$ cat config.mk
export PLATFORM = sky130hd
export DESIGN_NAME = rretry_ctrl
export DESIGN_NICKNAME = d
export VERILOG_FILES = /design/src/rtl/rretry_pkg.sv /design/src/rtl/rretry_dp.sv /design/src/rtl/rretry_ctl.sv /design/src/rtl/rretry_ctrl.sv
export SDC_FILE = /design/constraint.sdc
export NUM_CORES = 1
export LEC_CHECK = 0
export ABC_AREA = 1
export BUFFER_PORTS_ARGS = -buffer_cell sky130_fd_sc_hd__buf_2
export CAP_MARGIN = 10
export CORE_MARGIN = 3
export CORE_UTILIZATION = 40
export CTS_CLUSTER_DIAMETER = 120
export DETAILED_ROUTE_END_ITERATION = 8
export HOLD_SLACK_MARGIN = 0.06
export PLACE_DENSITY = 0.84
export SLEW_MARGIN = 10
export SYNTH_ARGS = -nofsm -noshare
export SYNTH_HDL_FRONTEND = slang
export SYNTH_SLANG_ARGS = --single-unit
$ cat constraint.sdc
create_clock -name clk -period 1.44 [get_ports clk]
set_clock_uncertainty 0.15 [all_clocks]
set_input_delay 0 -clock clk [delete_from_list [all_inputs] [get_ports clk]]
set_output_delay 0 -clock clk [all_outputs]
set_load 0.03 [all_outputs]
$ cat src/rtl/rretry_pkg.sv
package rretry_pkg;

  typedef enum logic [2:0] {
    ST_IDLE,
    ST_LOOKUP,
    ST_ISSUE,
    ST_WAIT,
    ST_RESP
  } rrState_e;

  typedef struct packed {
    logic capReq;
    logic loadPred;
    logic stepDown;
  } rrStrobe_t;

endpackage

$ cat src/rtl/rretry_dp.sv
module rretry_dp
  import rretry_pkg::*;
#(
  parameter int BLK_W     = 10,
  parameter int PAGE_W    = 8,
  parameter int VCODE_W   = 8,
  parameter int STEP      = 4,
  parameter int MAX_RETRY = 8,
  parameter int CNT_W     = $clog2(MAX_RETRY + 1)
) (
  input  logic               clk,
  input  logic               rstN,
  input  rrStrobe_t          strb,
  input  logic [BLK_W-1:0]   reqBlock,
  input  logic [PAGE_W-1:0]  reqPage,
  input  logic [VCODE_W-1:0] predVcode,
  output logic [BLK_W-1:0]   blockQ,
  output logic [PAGE_W-1:0]  pageQ,
  output logic [VCODE_W-1:0] vcodeQ,
  output logic [CNT_W-1:0]   retriesQ,
  output logic               atLimit,
  output logic               atFloor
);

  localparam logic [VCODE_W-1:0] STEP_V = VCODE_W'(STEP);
  localparam logic [CNT_W-1:0]   LIMIT  = CNT_W'(MAX_RETRY);

  always_ff @(posedge clk) begin
    if (!rstN) begin
      blockQ <= '0;
      pageQ  <= '0;
    end else if (strb.capReq) begin
      blockQ <= reqBlock;
      pageQ  <= reqPage;
    end
  end

  always_ff @(posedge clk) begin
    if (!rstN) begin
      vcodeQ   <= '0;
      retriesQ <= '0;
    end else if (strb.loadPred) begin
      vcodeQ   <= predVcode;
      retriesQ <= '0;
    end else if (strb.stepDown) begin
      vcodeQ   <= vcodeQ - STEP_V;
      retriesQ <= retriesQ + 1'b1;
    end
  end

  always_comb begin
    atLimit = (retriesQ == LIMIT);
    atFloor = (vcodeQ < STEP_V);
  end


  step_size_chk: assert property (@(posedge clk) disable iff (!rstN)
    strb.stepDown |=> (vcodeQ == $past(vcodeQ) - STEP_V) && (retriesQ == $past(retriesQ) + 1'b1));


  no_rise_chk: assert property (@(posedge clk) disable iff (!rstN)
    !strb.loadPred |=> vcodeQ <= $past(vcodeQ));


  retry_bound_chk: assert property (@(posedge clk) disable iff (!rstN)
    retriesQ <= LIMIT);


  floor_chk: assert property (@(posedge clk) disable iff (!rstN)
    strb.stepDown |-> !atFloor);

endmodule

$ cat src/rtl/rretry_ctl.sv
module rretry_ctl
  import rretry_pkg::*;
(
  input  logic      clk,
  input  logic      rstN,
  input  logic      reqValid,
  output logic      reqReady,
  output logic      lkpValid,
  input  logic      lkpDone,
  output logic      rdValid,
  input  logic      rdReady,
  input  logic      eccValid,
  input  logic      eccPass,
  output logic      rspValid,
  input  logic      rspReady,
  output logic      rspOk,
  input  logic      atLimit,
  input  logic      atFloor,
  output rrStrobe_t strb
);

  rrState_e stateQ, stateD;
  logic     okQ;
  logic     giveUp;

  always_comb begin
    giveUp = eccValid && !eccPass && (atLimit || atFloor);
    stateD = stateQ;
    unique case (stateQ)
      ST_IDLE:   if (reqValid)  stateD = ST_LOOKUP;
      ST_LOOKUP: if (lkpDone)   stateD = ST_ISSUE;
      ST_ISSUE:  if (rdReady)   stateD = ST_WAIT;
      ST_WAIT: begin
        if (eccValid) begin
          if (eccPass || giveUp) stateD = ST_RESP;
          else                   stateD = ST_ISSUE;
        end
      end
      ST_RESP:   if (rspReady)  stateD = ST_IDLE;
      default:                  stateD = ST_IDLE;
    endcase
  end

  always_comb begin
    strb          = '0;
    strb.capReq   = (stateQ == ST_IDLE) && reqValid;
    strb.loadPred = (stateQ == ST_LOOKUP) && lkpDone;
    strb.stepDown = (stateQ == ST_WAIT) && eccValid && !eccPass && !giveUp;
    reqReady      = (stateQ == ST_IDLE);
    lkpValid      = (stateQ == ST_LOOKUP);
    rdValid       = (stateQ == ST_ISSUE);
    rspValid      = (stateQ == ST_RESP);
    rspOk         = okQ;
  end

  always_ff @(posedge clk) begin
    if (!rstN) begin
      stateQ <= ST_IDLE;
      okQ    <= 1'b0;
    end else begin
      stateQ <= stateD;
      if ((stateQ == ST_WAIT) && eccValid) okQ <= eccPass;
    end
  end


  busy_closed_chk: assert property (@(posedge clk) disable iff (!rstN)
    (reqValid && reqReady) |=> !reqReady);


  stay_closed_chk: assert property (@(posedge clk) disable iff (!rstN)
    (!reqReady && !(rspValid && rspReady)) |=> !reqReady);


  rsp_hold_chk: assert property (@(posedge clk) disable iff (!rstN)
    (rspValid && !rspReady) |=> rspValid && $stable(rspOk));


  rd_hold_chk: assert property (@(posedge clk) disable iff (!rstN)
    (rdValid && !rdReady) |=> rdValid);

endmodule

$ cat src/rtl/rretry_ctrl.sv
module rretry_ctrl
  import rretry_pkg::*;
#(
  parameter int BLK_W     = 10,
  parameter int PAGE_W    = 8,
  parameter int VCODE_W   = 8,
  parameter int STEP      = 4,
  parameter int MAX_RETRY = 8,
  parameter int CNT_W     = $clog2(MAX_RETRY + 1)
) (
  input  logic               clk,
  input  logic               rstN,
  input  logic               reqValid,
  output logic               reqReady,
  input  logic [BLK_W-1:0]   reqBlock,
  input  logic [PAGE_W-1:0]  reqPage,
  output logic               lkpValid,
  output logic [BLK_W-1:0]   lkpBlock,
  input  logic               lkpDone,
  input  logic [VCODE_W-1:0] lkpVcode,
  output logic               rdValid,
  input  logic               rdReady,
  output logic [BLK_W-1:0]   rdBlock,
  output logic [PAGE_W-1:0]  rdPage,
  output logic [VCODE_W-1:0] rdVcode,
  input  logic               eccValid,
  input  logic               eccPass,
  output logic               rspValid,
  input  logic               rspReady,
  output logic               rspOk,
  output logic [CNT_W-1:0]   rspRetries,
  output logic [VCODE_W-1:0] rspVcode
);

  rrStrobe_t          strb;
  logic [BLK_W-1:0]   blockQ;
  logic [PAGE_W-1:0]  pageQ;
  logic [VCODE_W-1:0] vcodeQ;
  logic [CNT_W-1:0]   retriesQ;
  logic               atLimit;
  logic               atFloor;

  rretry_ctl u_ctl (
    .clk      (clk),
    .rstN     (rstN),
    .reqValid (reqValid),
    .reqReady (reqReady),
    .lkpValid (lkpValid),
    .lkpDone  (lkpDone),
    .rdValid  (rdValid),
    .rdReady  (rdReady),
    .eccValid (eccValid),
    .eccPass  (eccPass),
    .rspValid (rspValid),
    .rspReady (rspReady),
    .rspOk    (rspOk),
    .atLimit  (atLimit),
    .atFloor  (atFloor),
    .strb     (strb)
  );

  rretry_dp #(
    .BLK_W     (BLK_W),
    .PAGE_W    (PAGE_W),
    .VCODE_W   (VCODE_W),
    .STEP      (STEP),
    .MAX_RETRY (MAX_RETRY),
    .CNT_W     (CNT_W)
  ) u_dp (
    .clk       (clk),
    .rstN      (rstN),
    .strb      (strb),
    .reqBlock  (reqBlock),
    .reqPage   (reqPage),
    .predVcode (lkpVcode),
    .blockQ    (blockQ),
    .pageQ     (pageQ),
    .vcodeQ    (vcodeQ),
    .retriesQ  (retriesQ),
    .atLimit   (atLimit),
    .atFloor   (atFloor)
  );

  always_comb begin
    lkpBlock   = blockQ;
    rdBlock    = blockQ;
    rdPage     = pageQ;
    rdVcode    = vcodeQ;
    rspRetries = retriesQ;
    rspVcode   = vcodeQ;
  end


  first_read_chk: assert property (@(posedge clk) disable iff (!rstN)
    (lkpValid && lkpDone) |=> rdValid && (rdVcode == $past(lkpVcode)));


  rd_payload_chk: assert property (@(posedge clk) disable iff (!rstN)
    (rdValid && !rdReady) |=> $stable(rdVcode) && $stable(rdBlock) && $stable(rdPage));


  rsp_payload_chk: assert property (@(posedge clk) disable iff (!rstN)
    (rspValid && !rspReady) |=> $stable(rspRetries) && $stable(rspVcode));

endmodule

=== Word-level counts from Yosys, hierarchy flattened ===
Cells that the tools add are included.

* Output and inout port bits: 53
* Register bits: 34
* Input bits: 34

* Order comparisons: 1
* Equal/unequal tests: 10
* Reductions and logical operators: 15
* Muxes and demuxes: 9
* $add $sub $neg: 2
* Bitwise operators: 1

{| class="wikitable"
|+ Operator list
! operator !! number
|-
| 2-to-1 mux 3 bit || 6
|-
| 2-to-1 mux 8 bit || 2
|-
| case mux 3 bit (5 select lines) || 1
|-
| less-than comparator 8 x 3 -> 1 bit, second input constant || 1
|-
| subtractor 8 x 3 -> 8 bit, second input constant || 1
|-
| logical AND 1 bit || 7
|-
| equality test 3 x 2 -> 1 bit, second input constant || 2
|-
| != test 2 x 1 -> 1 bit, second input constant || 3
|-
| AND reduction 5 bit || 1
|-
| adder 4 x 1 -> 4 bit, second input constant || 1
|-
| equality test 4 bit, second input constant || 1
|-
| != test 2 bit, second input constant || 2
|-
| equality test 3 x 1 -> 1 bit, second input constant || 1
|-
| equality test 3 bit, second input constant || 1
|-
| zero test 3 bit || 1
|-
| zero test 1 bit || 2
|-
| logical OR 1 bit || 2
|-
| nonzero test 2 bit || 1
|-
| OR reduction 2 bit || 1
|-
| inverter 1 bit || 1
|}

=== Longest topological paths before layout ===
Gate-level depths: netlist of the first run.

* Depth after elaboration: 7
* Depth in mapped cells: 10
* Gate-level depth less buffers: 10

=== By module ===
Synthesis of the first run repeated with hierarchy kept, for this count alone.

* Cell total of the unflattened synthesis: 244
* Area, all modules: 1747.9 um^2

{| class="wikitable"
|+ Modules (own cells, without submodules)
! module !! area each (um^2) !! sequential area each (um^2) !! instances !! cells an instance
|-
| rretry_dp || 1257.5 || 600.6 || 1 || 166
|-
| rretry_ctl || 355.3 || 80.1 || 1 || 60
|-
| rretry_ctrl || 135.1 || 0.0 || 1 || 18
|}

=== Least setup slack after synthesis of the first run ===
OpenSTA, ideal clock, no wires.

* Path type: reg2reg
* Start point: register u_ctl.stateQ[0]
* End point: register u_dp.vcodeQ[4]
* Slack: -0.327 ns
* Stages on the path, launching flop included: 9
* Data arrival time: 1.503 ns
* Library setup time: 0.114 ns
* Clock period less this slack: 1.767 ns
* Cell sequence: dfxtp_1 -> inv_2 -> nor3_2 -> nand2_1 -> buf_2 -> o21ai_1 -> nand2_1 -> nor2_1 -> nor2_1

{| class="wikitable"
|+ RTL lines
! what !! line !! text
|-
| start: declaration || rretry_ctl.sv:22 || <nowiki>rrState_e stateQ, stateD;</nowiki>
|-
| start signal: assignment || rretry_ctl.sv:61 || <nowiki>stateQ <= stateD;</nowiki>
|-
| equality test 3 x 1 -> 1 bit * || -- ||
|-
| named net lkpValid || rretry_ctrl.sv:17 || <nowiki>output logic lkpValid,</nowiki>
|-
| logical AND 1 bit * || rretry_ctl.sv:47 || <nowiki>strb.loadPred = (stateQ == ST_LOOKUP) && lkpDone;</nowiki>
|-
| 2-to-1 mux 8 bit or nonzero test 2 bit (tied branches) || -- ||
|-
| end signal: assignment || rretry_dp.sv:43 || <nowiki>vcodeQ <= predVcode;</nowiki>
|-
| end signal: assignment || rretry_dp.sv:46 || <nowiki>vcodeQ <= vcodeQ - STEP_V;</nowiki>
|-
| end: declaration || rretry_dp.sv:19 || <nowiki>output logic [VCODE_W-1:0] vcodeQ,</nowiki>
|}

The timed path passes the listed nets; every way through them passes the cells marked *.
A chain may end at the register's enable or synchronous reset.

=== Worst setup path after layout of the first run ===
* Start point: register u_ctl.stateQ[0]
* End point: output reqReady

* Cells in the longest elaborated chain, start to end: 1

{| class="wikitable"
|+ Ends and longest elaborated chain
! what !! line !! text
|-
| zero test 3 bit || rretry_ctl.sv:49 || <nowiki>reqReady = (stateQ == ST_IDLE);</nowiki>
|-
| end: declaration || rretry_ctrl.sv:14 || <nowiki>output logic reqReady,</nowiki>
|}

No other way between the ends.

==> results of run 1 <==
## final timing paths
path / slack [ns] / end / startpoint / cells past startpoint
worst max-delay path: -0.02 / reqReady / u_ctl.stateQ[0] / 5
worst min-delay path: 0.07 / u_ctl.stateQ[1] / rdReady / 5
worst max register to register: 0 / u_dp.vcodeQ[3] / u_dp.retriesQ[0] / 10
worst min register to register: 0.32 / u_dp.pageQ[5] / u_dp.pageQ[5] / 2
## Yosys cell counts, types with 2 or more instances
library cell,instances
sky130_fd_sc_hd__a21oi_1,23
sky130_fd_sc_hd__buf_4,19
sky130_fd_sc_hd__buf_6,2
sky130_fd_sc_hd__clkbuf_1,4
sky130_fd_sc_hd__dfxtp_1,34
sky130_fd_sc_hd__ha_1,3
sky130_fd_sc_hd__inv_1,14
sky130_fd_sc_hd__inv_2,4
sky130_fd_sc_hd__nand2_1,40
sky130_fd_sc_hd__nand2_2,3
sky130_fd_sc_hd__nand2_4,2
sky130_fd_sc_hd__nand3_1,26
sky130_fd_sc_hd__nand3b_1,3
sky130_fd_sc_hd__nor2_1,29
sky130_fd_sc_hd__nor2_4,3
sky130_fd_sc_hd__nor3_1,3
sky130_fd_sc_hd__nor3_2,3
sky130_fd_sc_hd__o21ai_0,8
sky130_fd_sc_hd__o21ai_1,7
sky130_fd_sc_hd__xnor2_1,3
## layer usage
layer  up-vias  GRT usage [%]  routed length [microns]
li1       1013              -                        -
met1       962           21.3                     2190
met2        66           36.9                     3100
met3        13           4.82                      237
met4         0           10.0                      136
met5         -              0                        0
## through the flow
step	instance area [sq um]	power (uW)	hold WS, ns	std cells
2_1_floorplan	1820	3220	0.0131	241
3_3_place_gp	2260	3680	0.126	365
3_5_place_dp	2260	3730	0.129	365
4_1_cts	2800	4940	0.0783	408
5_1_grt	2980	5580	0.133	416
6_report	2980	5280	0.0705	416
## power by group through the flow
stage	registers, uW	logic [uW]	clock network [uW]
after floorplan	1670	1550	0
after global placement	1330	2350	0
after detailed placement	1330	2400	0
after CTS	1320	2770	844
after global routing	1360	3360	867
final	1330	3130	822
## repair_timing
action / 4_1_cts / 5_1_grt
hold buffers: 32 / 0
resized for setup: 19 / 31
pin swaps: 12 / 21
endpoints found under the setup margin: 25 / 31
cloned: 0 / 0
setup buffers: 4 / 8
endpoints found under the hold margin: 33 / 0
## cells in the final DEF, fill, tap and decap left out, types with 6 or more instances in the layout
cell type                       synthesis  routed
sky130_fd_sc_hd__buf_4                 19      24
sky130_fd_sc_hd__dfxtp_1               34      27
sky130_fd_sc_hd__nand3_2                0      11
sky130_fd_sc_hd__nor2_1                29      22
sky130_fd_sc_hd__nand3_1               26      14
sky130_fd_sc_hd__dlygate4sd3_1          0      32
sky130_fd_sc_hd__clkbuf_8               0       6
sky130_fd_sc_hd__inv_2                  4       7
sky130_fd_sc_hd__a21oi_1               23      16
sky130_fd_sc_hd__o21ai_1                7       7
sky130_fd_sc_hd__nand2_1               40      38
sky130_fd_sc_hd__nor2_4                 3       6
sky130_fd_sc_hd__a21oi_2                0       7
sky130_fd_sc_hd__buf_2                  1      85
sky130_fd_sc_hd__inv_1                 14       9
## state kept, by name (all words and copies together), names as in the netlist
register / count
u_ctl.rspOk: 1
u_ctl.stateQ: 3
u_dp.blockQ: 10
u_dp.pageQ: 8
u_dp.retriesQ: 4
u_dp.vcodeQ: 8
## cells by family (layout without fill, tap and decap cells)
family	Yosys count	in the layout
AO/OA/AOI/OAI	40	40
XOR/XNOR	4	4
adder cells (fa/ha/maj)	3	3
buffers and inverters	46	171
flip-flops	34	34
AND/OR/NAND/NOR	114	114
## worst max-delay path, cell delays in order (launching register included)
cell	delay (ns)
sky130_fd_sc_hd__dfxtp_4	0.37
sky130_fd_sc_hd__nor2_4	0.15
sky130_fd_sc_hd__inv_2	0.07
sky130_fd_sc_hd__nor2_4	0.16
sky130_fd_sc_hd__buf_12	0.15
sky130_fd_sc_hd__buf_8	0.12
## final cells by class
type / count / area, sq um / area share, %
tap: 50 / 62.6 / 2.10
sequential: 34 / 702 / 23.5
inverter: 19 / 77.6 / 2.60
timing repair buffer: 145 / 1000 / 33.6
multi-input combinational: 161 / 1030 / 34.6
clock buffer: 7 / 108 / 3.61
==> results.md, run 1 <==
- The final worst setup slack is -0.0219 ns.
- Pin placement for this block handled 87 I/O pins.
- Of the total power, the clock network draws 15.6%.
- Clock-pin slew was measured on the worst setup and hold paths at 0.07 ns.
- At the placement stage, the worst setup path has a slack of -0.0817 ns.
- The final-layout fill cell count is 334.
- The leakage power is between 0.001 and 0.0015 uW.
- Summing the areas of all fa, ha and maj instances in the mapped netlist gives 2.11% of the synthesized area.
- The synthesized design contains 0 enable-type register cells.
- The post-synthesis instance area is around 1800 sq um.
- At the pin with the least slew margin, the transition time is 0.305 ns.
- The min-delay analysis places its worst path in the category in -> reg.
- The synthesized flop and latch total is 34.
- The global routing usage summed across all routing layers is 20.1%.
- The sequential element share of the synthesized area is between 30% and 40%.
- In the synthesized netlist, the number of instances is 241.
- The number of pins with negative max-slew slack in the final report is 0.
- The count of antenna-violating nets left after detailed routing is 0.
- The synthesized design spends more area on one cell type than any other, namely sky130_fd_sc_hd__dfxtp_1.
- The congestion estimate from routability-driven global placement came to 0.857.
- The largest driver fanout on the critical path is 7.
- For the final routed database, the setup TNS stands at -0.0219 ns.
- The CTS root buffer is sky130_fd_sc_hd__clkbuf_8.
- The remaining global-route overflow is 0.
- STA classifies the critical path startpoint as a flop.
- The relative contribution of sequential cells to total power is 25.2%.
- The total of endpoints with negative setup slack in the final report is 2.
- After synthesis, the cell types taking the most area are sky130_fd_sc_hd__dfxtp_1 38%, sky130_fd_sc_hd__nand2_1 8.4%, sky130_fd_sc_hd__buf_4 8.0%.
- The floorplan step set the die height to 72.8 microns.
- After legalization and detailed placement, the total HPWL measured 3520 microns.
- The post-synthesis area per instance is between 7 and 8 sq um.
- The number of global-route vias before repair is between 1500 and 2000.
- Counting every net in the synthesized netlist gives 278.
- The relative max-transition margin is approximately 80%.
- The final count of hold timing violations was 0.
- Power spread over the standard cell area amounts to 1770 nW/um^2.
- Dividing the detail-routed via count by the number of cells gives 4.94.
- STA classifies the critical path endpoint as a primary output.
- The share of synthesized area in the top cell type comes to 38.2%.
- Clock tree synthesis inserted a total of 5 buffers.
- By area, the combinational part of the netlist is dominated by simple AND/OR/NAND/NOR gates.
- In this run the core area contains 23 standard-cell rows.
- The share of the synthesized netlist area taken by xor and xnor gates is 1.96%.
- The clock reaches the later pin of the worst-skew pair after approximately 0.29 ns.
- The share of synthesized flip-flops with an asynchronous set or reset is 0%.
- The share of cells above drive strength 1 is 50.3%.
- The type of the setup path with the least slack is reg -> out.
- The top achievable clock speed is 0.684 GHz.
- The number of warning messages in the yosys log is 0.
- The total via count after detailed routing is about 2100.
- From synthesis to final layout, the design area changed by 67.3%.
- The tool flagged a number of max-cap violations equal to 0.
- The arrival time reported for the critical path endpoint is 1.31 ns.
- The checks that failed: setup timing.
- Net switching is 45.5% of the power.
- The first-pass GRT wire length is 8380 microns.
- The first TritonRoute pass finished after 4 iterations.
- Buffers placed on the I/O ports in this run total 86.
- The CTS sink count is 34.
- The die covers ~5300 sq um.
- The net switching power figure is around 2400 uW.
- The clock passes through at most 2 buffers.
- The share of synthesized area spent on multiplexers is 0%.
- The relative contribution of combinational cells to total power is 59.2%.
- IR analysis of the VDD net gives a maximum drop of 1140 uV.
- The number of antenna cells inserted is 0.
- TritonCTS built the clock tree.
- The number of distinct library cell variants in the gate-level netlist after synthesis is 28.
- Internal power comes to 2880 uW.
- The total wirelength of the detailed-routed design is about 5700 microns.
- The final critical path takes up 102% of the cycle.
- The H-tree generated during clock tree synthesis spans 2 levels.
- After detailed routing, the average wire length per cell comes to 13.6 microns.
- The fraction of the mapped netlist area in simple logic gates is between 30 and 40%.
- The flow ran to the end, but the final reports show violations.
- The final routed DRC violation total is 0.
- The net count of the finished layout is 403.
- The required time at the endpoint of the critical path is 1.29 ns.
- The smallest clock period supported by the final layout is computed as around 1.5 ns.
- The final core utilization is between 70 and 80%.
- From left edge to right edge, the die measures 72.8 microns.
- Setup repair after global routing could not meet its margin everywhere.
- The placeable core area is about 4100 sq um.
- The violation count after the first detailed-routing iteration is 112.
- The initial antenna violation count is 0.
- The synthesized netlist devotes 11.9% of its cell area to compound gates.
- The primary flip-flop cell chosen by synthesis mapping is sky130_fd_sc_hd__dfxtp_1.
- Entering global routing, the biggest net connects 20 pins.
- Once the floorplan was initialized, standard cells occupied a little over two fifths of the core.
Note: power is estimated with default switching activity, not from simulation.
==> inputs of run 2 (changes only) <==
--- a/config.mk
+++ b/config.mk
@@ -8,6 +8,7 @@
 export ABC_AREA = 1
 export BUFFER_PORTS_ARGS = -buffer_cell sky130_fd_sc_hd__buf_2
 export CAP_MARGIN = 10
+export CORE_ASPECT_RATIO = 0.8
 export CORE_MARGIN = 3
 export CORE_UTILIZATION = 40
 export CTS_CLUSTER_DIAMETER = 120
==> run 2 against run 1 <==
Effect of this change:
- the flow still finishes with violations (setup timing)
- worst hold slack better by 0.082 ns
- routed wire length up 15%
- first-iteration DRC count grew 35%
- register-to-register slack got worse by 0.07 ns
- clock power up 2%
- non-clock buffer count stayed put
- via count up 4.9%
- final cell count rose by 2.2%
- fmax down 3.0%
- critical path depth up 4
- sequential power about the same
- count of clock-buffer cells in the layout increased by 1
==> results.md, run 2 (same netlist as run 1, synthesis figures left out) <==
- The count of buffering cells on the critical path with inverters included is 2 (-1).
- The register with the highest flop count is u_dp.blockQ.
- The worst hold-check slack is 0.153 ns (+0.0821 ns).
- The count of maximum capacitance violations is 0 (unchanged).
- The insertion delay to the later sink of the worst-skew pair is 0.28 ns (about the same).
- The worst supply voltage drop on vdd came to 958 uV (-16%).
- The initial antenna violation count is 0 (unchanged).
- The slowest library cell on the worst path is sky130_fd_sc_hd__dfxtp_4.
- Setup repair after global routing could not meet its margin everywhere.
- The final RePlAce weighted congestion is 0.869 (+1.5%).
- The CTS sink count is 34 (unchanged).
- The post-route minimum period is 1.51 ns (+0.0452 ns).
- The tightest min-delay check is of the in -> reg type.
- The violation count after the first detailed-routing iteration is 151 (+35%).
- In the final layout, the registers with the most flip-flops are u_dp.blockQ (10), u_dp.pageQ (8), u_dp.vcodeQ (8).
- The number of buffers created by CTS is 5 (unchanged).
- The number of detailed-routing iterations run before antenna repair is 4 (unchanged).
- The routed wirelength normalized by instance count is 15.3 microns (+12%).
- The count of antenna-violating nets left after detailed routing came to 0 (unchanged).
- In this run the clock root is driven by a sky130_fd_sc_hd__clkbuf_8.
- Leaving out fill and tap cells, the most frequent cell in the layout is sky130_fd_sc_hd__buf_2.
- The flow ran to the end, but the final reports show violations.
- In the layout the commonest cells are 85 x sky130_fd_sc_hd__buf_2, 34 x sky130_fd_sc_hd__nand2_1, 32 x sky130_fd_sc_hd__dlygate4sd3_1.
- The delay of the slowest cell on the worst path is 0.34 ns (-0.03 ns).
- The final worst setup slack is -0.0671 ns (-0.0452 ns).
- The final routed DRC violation total is 0 (unchanged).
- The overall die area was 5300 sq um (about the same).
- The arrival time reported for the critical path endpoint is 1.53 ns (+0.22 ns).
- Relative to the synthesized area, the layout overhead comes to 71.4%.
- The final reports fail on setup timing.
- The number of vias per cell after detailed routing is 5.07 (+2.6%).
- The clock tree from TritonCTS is yes.
- The area of all placed cells without fillers was 3060 sq um (+2.5%).
- The total via count after detailed routing is 2154 (+4.9%).
- The number of antenna cells inserted is 0 (unchanged).
- The width of the die is 80.6 microns (+11%).
- The total placed instance area came to 2260 sq um (+0.17%).
- The post-route clock period utilization came to 105% (+3.1 points).
- The starting density of the core is 42.1% (-0.88 points).
- The number of global-route vias before repair was 1755 (-12%).
- The buffer depth of the longest clock path is 2 (unchanged).
- The total of endpoints with negative setup slack in the final report is 14 (+12).
- STA classifies the critical path startpoint as a flop.
- The placeable core area is 4230 sq um (+2.1%).
- The I/O pin count is 87 (unchanged).
- The largest driver fanout on the critical path is 6 (-1).
- The transition time at the pin with the least slew margin is 0.269 ns (-0.0354 ns).
- The post-layout total power came to 5490 uW (+4.0%).
- The kind of capture point of the worst setup path is a flop.
- The power density over the cells is 1800 nW/um^2 (+1.5%).
- The sum of net half-perimeters after detailed placement is 3290 microns (-6.4%).
- The sum of negative setup slack is -0.442 ns (-0.421 ns).
- The row count is 21 (-8.7%).
- The leakage power is 0.00148 uW (+1.0%).
- The global routing usage summed across all routing layers is 19.6% (-0.53 points).
- The relative max-transition margin is 82.0% (+2.4 points).
- The post-layout net count is 404 (+0.25%).
- The flip-flop count of the largest register, all copies and words added is 10 (unchanged).
- The maximum number of pins on one net before global-route repair is 20 (unchanged).
- The required time at the endpoint of the critical path is 1.46 ns (+0.17 ns).
- The number of port buffers was 86 (unchanged).
- The clock slew seen by the registers of the worst setup and hold paths came to 0.08 ns (about the same).
- The maximum level of the CTS H-tree is 2 (unchanged).
- The first-pass GRT wire length is 8090 microns (-3.4%).
- The share of cells above drive strength 1 is 50.5% (+0.27 points).
- The total wirelength of the detailed-routed design came to 6490 microns (+15%).
- The remaining global-route overflow is 0 (unchanged).
- Traced cell by cell, the critical path runs through inv_1, ha_2, nand3b_1, nand2_4, inv_4, nand2_8, nand2_8, nor2_1, nor3_2.
- The vertical die dimension was 65.7 microns (-9.7%).
- The top achievable clock speed came to 0.664 GHz (-3.0%).
- The final count of hold timing violations is 0 (unchanged).
- The cell family contributing the most delay on the critical path is simple AND/OR/NAND/NOR gates.
- The number of pins with negative max-slew slack in the final report is 0 (unchanged).
- The most repeated library cell on the critical path is sky130_fd_sc_hd__nand2_8.
- The critical path in this run is classified as reg -> reg.
[run 2: layer usage]
metal	global-route usage [%]	share of wire [%]	vias up	routed length, microns
met5	0	0	-	0
met4	8.02	3.2	0	208
met3	3.29	6.2	20	400
met2	33.8	50	95	3240
met1	24.2	41	1017	2640
li1	-	-	1022	-
[run 2: layout make-up]
cell class,count,area (sq um)
multi-input cells,162,1070
clock buffers,8,110
flip-flops and latches,34,702
inverters,19,81.3
repair buffers,145,1020
well taps,57,71.3
fillers,279,1170
[run 2: where the power goes]
group,internal (uW),switching (uW),total [uW],leakage [uW]
combinational,1280,2050,3330,0.00114
clock,483,356,840,0.0000575
sequential,1150,178,1330,0.000282
[run 2: path summary, 6_finish.rpt]
path         cells past startpoint         endpoint  slack, ns        startpoint
max                              9   u_dp.vcodeQ[7]      -0.07  u_dp.retriesQ[0]
min                              5  u_ctl.stateQ[1]       0.15           rdReady
max reg2reg                      9   u_dp.vcodeQ[7]      -0.07  u_dp.retriesQ[0]
min reg2reg                      2    u_dp.pageQ[4]       0.32     u_dp.pageQ[4]
[run 2: worst min-delay path, stage by stage]
cell,delay [ns]
sky130_fd_sc_hd__buf_2,0.09
sky130_fd_sc_hd__nand3b_1,0.12
sky130_fd_sc_hd__nand3_2,0.12
sky130_fd_sc_hd__nor2_4,0.15
sky130_fd_sc_hd__a21oi_1,0.07
[run 2: through the flow]
step	std cells	setup slack (ns)	utilization [%]
2_1_floorplan	241	-0.0815	-
3_3_place_gp	373	-0.0133	53.4
3_5_place_dp	373	-0.0777	53.4
4_1_cts	416	-0.0127	65.1
5_1_grt	425	-0.142	72.3
6_report	425	-0.0671	72.3
[run 2: what timing repair did]
action                                  4_1_cts  5_1_grt
gates cloned                                  0        2
pin swaps                                     9       28
setup buffers                                 4        7
hold buffers                                 31        1
endpoints found under the setup margin       26       34
hold endpoints to repair                     34        1
gates resized for setup                      12       51
